$ cat src/rtl/sirq_pkg.sv
package sirq_pkg;

    localparam int SIRQ_MAX_SRC = 8;

    typedef enum logic {
        SIRQ_EDGE  = 1'b0,
        SIRQ_LEVEL = 1'b1
    } sirq_mode_e;

endpackage

$ cat src/rtl/sirq_event_gen.sv
module sirq_event_gen
    import sirq_pkg::*;
(
    input  logic src_i,
    input  logic src_prev_i,
    input  logic mode_i,
    output logic event_o
);
    // Edge mode fires on 0->1; level mode fires whenever the source is high.
    always_comb begin
        if (sirq_mode_e'(mode_i) == SIRQ_LEVEL) begin
            event_o = src_i;
        end else begin
            event_o = src_i & ~src_prev_i;
        end
    end
endmodule

$ cat src/rtl/sirq_bit_next.sv
module sirq_bit_next (
    input  logic enable_i,
    input  logic event_i,
    input  logic held_i,
    input  logic rd_i,
    output logic next_o
);
    // An event wins over a clear; a disabled bit never holds state.
    always_comb begin
        if (!enable_i) begin
            next_o = 1'b0;
        end else if (event_i) begin
            next_o = 1'b1;
        end else if (rd_i) begin
            next_o = 1'b0;
        end else begin
            next_o = held_i;
        end
    end
endmodule

$ cat src/rtl/sirq_status_reg.sv
module sirq_status_reg
    import sirq_pkg::*;
#(
    parameter int NUM_SRC = 8
) (
    input  logic               clk,
    input  logic               rst_n,
    input  logic [NUM_SRC-1:0] src_i,
    input  logic [NUM_SRC-1:0] mask_i,
    input  logic [NUM_SRC-1:0] mode_i,
    input  logic               rd_i,
    output logic [NUM_SRC-1:0] rd_data_o,
    output logic               irq_o
);
    localparam int W = (NUM_SRC < SIRQ_MAX_SRC) ? NUM_SRC : SIRQ_MAX_SRC;

    typedef struct packed {
        logic [W-1:0] status;
        logic [W-1:0] src_prev;
    } state_t;

    state_t       state_d, state_q;
    logic [W-1:0] event_w;
    logic [W-1:0] next_w;

    for (genvar i = 0; i < W; i++) begin : g_bit
        sirq_event_gen u_event (
            .src_i      (src_i[i]),
            .src_prev_i (state_q.src_prev[i]),
            .mode_i     (mode_i[i]),
            .event_o    (event_w[i])
        );

        sirq_bit_next u_next (
            .enable_i (mask_i[i]),
            .event_i  (event_w[i]),
            .held_i   (state_q.status[i]),
            .rd_i     (rd_i),
            .next_o   (next_w[i])
        );
    end

    always_comb begin
        state_d          = state_q;
        state_d.status   = next_w;
        state_d.src_prev = src_i[W-1:0];
    end

    always_ff @(posedge clk) begin
        if (!rst_n) begin
            state_q <= '0;
        end else begin
            state_q <= state_d;
        end
    end

    // A bit masked off right now reads zero without waiting a clock.
    always_comb begin
        rd_data_o        = '0;
        rd_data_o[W-1:0] = state_q.status & mask_i[W-1:0];
        irq_o            = |rd_data_o;
    end
endmodule

$ cat config.mk
export PLATFORM = sky130hd
export DESIGN_NAME = sirq_status_reg
export DESIGN_NICKNAME = d
export VERILOG_FILES = /design/src/rtl/sirq_pkg.sv /design/src/rtl/sirq_event_gen.sv /design/src/rtl/sirq_bit_next.sv /design/src/rtl/sirq_status_reg.sv
export SDC_FILE = /design/constraint.sdc
export NUM_CORES = 1
export LEC_CHECK = 0
export BUFFER_PORTS_ARGS = -buffer_cell sky130_fd_sc_hd__buf_4
export CAP_MARGIN = 20
export CORE_MARGIN = 1
export CORE_UTILIZATION = 35
export DETAILED_ROUTE_END_ITERATION = 12
export GPL_TIMING_DRIVEN = 0
export PLACE_DENSITY = 0.66
export SETUP_SLACK_MARGIN = 0.02
export SYNTH_ARGS = -nofsm -noshare
export SYNTH_HDL_FRONTEND = slang
export SYNTH_SLANG_ARGS = --single-unit
$ cat constraint.sdc
create_clock -name clk -period 2.07 [get_ports clk]
set_input_delay 0.207 -clock clk [delete_from_list [all_inputs] [get_ports clk]]
set_output_delay 0.207 -clock clk [all_outputs]
set_load 0.05 [all_outputs]
### Yosys cells after proc, flatten, opt, wreduce, memory -nomap -nowiden

Index checks and enable logic that the tools add are counted.

| cells by class | value |
|---|---|
| bitwise operators | 17 |
| multiplexer cells | 17 |
| reductions and logical operators | 17 |

Operators with widths:

| cell | count |
|---|---|
| $mux W1 | 17 |
| $reduce_and A2 Y1 | 8 |
| $reduce_bool A2 Y1 | 8 |
| $and A1 B1 Y1 | 8 |
| $and A8 B8 Y8 | 1 |
| $not A1 Y1 | 8 |
| $reduce_or A8 Y1 | 1 |

| word-level totals | value |
|---|---|
| output and inout bits | 9 |
| flip-flop bits (word level) | 16 |
| logic and storage cells | 60 |

### Depth between registers and ports, before layout

| depth | value |
|---|---|
| depth in word-level cells | 4 |
| depth in mapped cells | 3 |

### Modules after synthesis

From an unflattened synthesis, not the netlist that was laid out.

| second synthesis, totals | value |
|---|---|
| cells, all modules | 76 |
| area, all modules | 758.2 um2 |

Modules (own cells, without submodules):

| module | cells an instance | area an instance (um2) | times used |
|---|---|---|---|
| sirq_status_reg | 44 | 498.0 | 1 |
| sirq_bit_next | 2 | 21.3 | 8 |
| sirq_event_gen | 2 | 11.3 | 8 |

### Worst setup path before layout

OpenSTA, ideal clock, no wires.

| timing | value |
|---|---|
| path kind | register -> output |
| start point | reg state_q[12] (netlist name) |
| end point | out irq_o |
| buffers on the path | 0 |
| arrival | 1.859 ns |
| cell stages (with the launch flop) | 4 |
| setup slack | 0.004 ns |
| cell sequence | dfxtp_1 and2_1 or4_1 or4_1 |

| on the way | value |
|---|---|
| longest elaborated chain between the ends | 2 |

Ends and longest elaborated chain:

| item | line | text |
|---|---|---|
| start, declared | sirq_status_reg.sv:22 | `state_t state_d, state_q;` |
| start signal, assigned | sirq_status_reg.sv:53 | `state_q <= state_d;` |
| $and A8 B8 Y8 | sirq_status_reg.sv:60 | `rd_data_o[W-1:0] = state_q.status & mask_i[W-1:0];` |
| named net rd_data_o[4] | sirq_status_reg.sv:12 | `output logic [NUM_SRC-1:0] rd_data_o,` |
| $reduce_or A8 Y1 | sirq_status_reg.sv:61 | `irq_o = \|rd_data_o;` |
| end, declared | sirq_status_reg.sv:13 | `output logic irq_o` |

The timed path passes the listed nets, and every way through them passes these cells.

### Final worst setup path

| timing | value |
|---|---|
| start point | reg state_q[12] (netlist name) |
| end point | out irq_o |

| on the way | value |
|---|---|
| longest elaborated chain between the ends | 2 |

Ends and longest elaborated chain:

| item | line |
|---|---|
| $and A8 B8 Y8 | sirq_status_reg.sv:60 |
| $reduce_or A8 Y1 | sirq_status_reg.sv:61 |

Every way passes these cells.

==> results.md <==
* Status: finished, violations left
* Failing checks: setup timing
* Max FFs per register at 16
* Starting DRT DRC Count at 8
* Post-synthesis sequential area ratio at approximately half
* Initial antenna violation count at 0
* Core Footprint at approximately 0.0017 mm^2
* FF-to-FF End: state_q[8]
* Skew-Pair Late Insertion Delay at 270 ps
* Die area at between 0.0015 and 0.002 mm^2
* Worst EP arrival at roughly 1900 ps
* Area Growth Syn to Fin at 52.7%
* Clk slew on worst S/H paths at 90 ps
* Setup TNS at -7.00 ps
* Hold-fix buffers at CTS at 0
* Reg2Reg Depth at 3
* Mapped cell area at between 600 and 700 um^2
* All-layer global routing usage at roughly 17%
* PortBufs at 35
* Final Max Tran Viols at 0
* Min-delay src: src_i[2]
* Final Total Pwr at slightly above 0.6 mW
* Sinks on the clock net at 16
* Largest regs: state_q (16)
* Post-synthesis net count at approximately 100
* Min Tclk post-route at between 2000 and 2500 ps
* Setup Crit Path Kind: reg2out
* Die W at around 45 um
* Syn Inst Count at 76
* Router iterations before antenna repair at 4
* Worst hold path endpoint: state_q[2]
* First-pass GRT wire length at between 2 and 2.5 mm
* TritonCTS clock tree: yes
* Pwr dens at ~630 mW/mm^2
* Wirelength, routed at approximately 1.4 mm
* Yosys warnings at 0
* Max Cap Viol at 0
* Ports at 36
* Placed wire-length estimate at about 1.1 mm
* GR Overflow Total at 0
* Reg-to-reg setup timing slack at 1340 ps
* Finished Layout Cells at around 140
* Via count at a little over 600
* Max Freq at slightly below 500 MHz
* Worst rel slew slack at 73.1%
* CP required at 1860 ps
* Worst-path fanout max at 2
* Clock buffer depth at 2
* Vias in the first global route at 592
* Site Rows at 15
* Number of synthesized register bits at 16
* Hold path cells at 2
* # H-tree levels at 1
* Crit path capture type: primary output
* Synth unique cells at 11
* Worst min path class: in2reg
* Hold WS at 135 ps
* P_leak at about 0.46 nW
* Placed Cells incl. Taps at 136
* ANT nets after route at 0
* Fin. Hold Viols at 0
* Proportion of layout cells with a drive suffix above 1 at 39.5%
* # setup viols final at 1
* Worst-Margin Slew at between 400 and 500 ps
* CTS Buf Count at 3
* Reg with most FFs: state_q
* Skew final at 0.581 ps
* Final WS setup at -7.00 ps
* Placer Congestion at approximately 0.68
* Starting Density at approximately 37%
* Final Util at a little under three fifths
* ANT cells at 0
* DRC violations left at 0
* Nets at about 140
* Die height at around 45 um
* Largest net degree at the start of global routing at 11
* Post-CTS Setup Repair Bufs at 0
* Routed len/inst at about 10 um
* Final Cycle Share at 100%
* Clock root cell: clkbuf_4
* Vias per cell at 4.44
* Worst setup SP type: register
* Unrepaired setup endpoints after global routing: yes
* Synthesized area per cell at roughly 8.4 um^2
* Maximum vdd drop at about 0.00033 V
* Origin of the critical flop-to-flop path: state_q[0]
-- Yosys cell counts, drive strengths merged --
master	count	area share, %
a21oi	8	6.3
and2	16	16
clkbuf	1	0.59
dfxtp	16	50
inv	8	4.7
nand2	8	4.7
nand2b	8	7.8
o21ai	8	6.3
or2	1	0.98
or4	2	2.4
-- worst max-delay path by stage --
| stage | startpoint | to | slack, ps | cells past startpoint |
|---|---|---|---|---|
| after floorplan | state_q[12] | irq_o | 130 | 3 |
| after global placement | mask_i[5] | irq_o | 160 | 5 |
| after detailed placement | mask_i[4] | irq_o | 160 | 5 |
| after CTS | state_q[14] | irq_o | -20 | 4 |
| after global routing | state_q[12] | irq_o | -60 | 4 |
| final | state_q[12] | irq_o | -7 | 4 |
-- cells in the final DEF (no fill, tap or decap), drive strengths merged --
cell type	count
a21oi	8
and2	16
buf	35
clkbuf	4
dfxtp	16
inv	8
nand2	8
nand2b	8
o21ai	8
or2	1
or4	2
-- cells by family after synthesis --
logic type,Yosys count,share of synthesized area [%]
flops,16,50.2
buf+inv,9,5.29
compound gates,16,12.5
simple gates,35,32.0
-- final cells by class --
cell class                      count  area, um^2
Tap cell                           25        31.3
Fill cell                         182         752
Sequential cell                    16         323
Multi-Input combinational cell     51         294
Clock buffer                        3        22.5
Buffer                              1        3.75
Timing Repair Buffer               35         270
Inverter                            8        30.0
-- metrics by stage --
stage	instance area, um^2	setup WS [ps]
floorplan	642	128
global placement	936	155
detailed placement	936	156
CTS	975	-17.3
global route	975	-61.2
finish	975	-7.00
-- report_power, final --
part | internal (mW) | total (mW) | switching, mW
clock | 0.0674 | 0.156 | 0.0887
combinational | 0.0670 | 0.126 | 0.0588
sequential | 0.323 | 0.328 | 0.00501
total | 0.458 | 0.610 | 0.153
-- metal layers --
layer	wire [um]	share of wire (%)	vias up	global-route usage, %
met3	102	7.1	4	4.40
met4	16	1.1	0	9.09
li1	-	-	317	-
met1	627	43	270	20.3
met5	0	0	-	0
met2	696	48	26	27.4
-- critical path: stages, from the launching register on --
cell     delay, ps
dfxtp_1        310
and2_1         150
or4_4          520
or4_4          440
buf_8          170
-- what timing repair did --
| action | 4_1_cts | 5_1_grt |
|---|---|---|
| pin swaps | 2 | 0 |
| endpoints found under the setup margin | 1 | 1 |
| gates resized for setup | 6 | 0 |
Note: power is estimated with default switching activity, not from simulation.
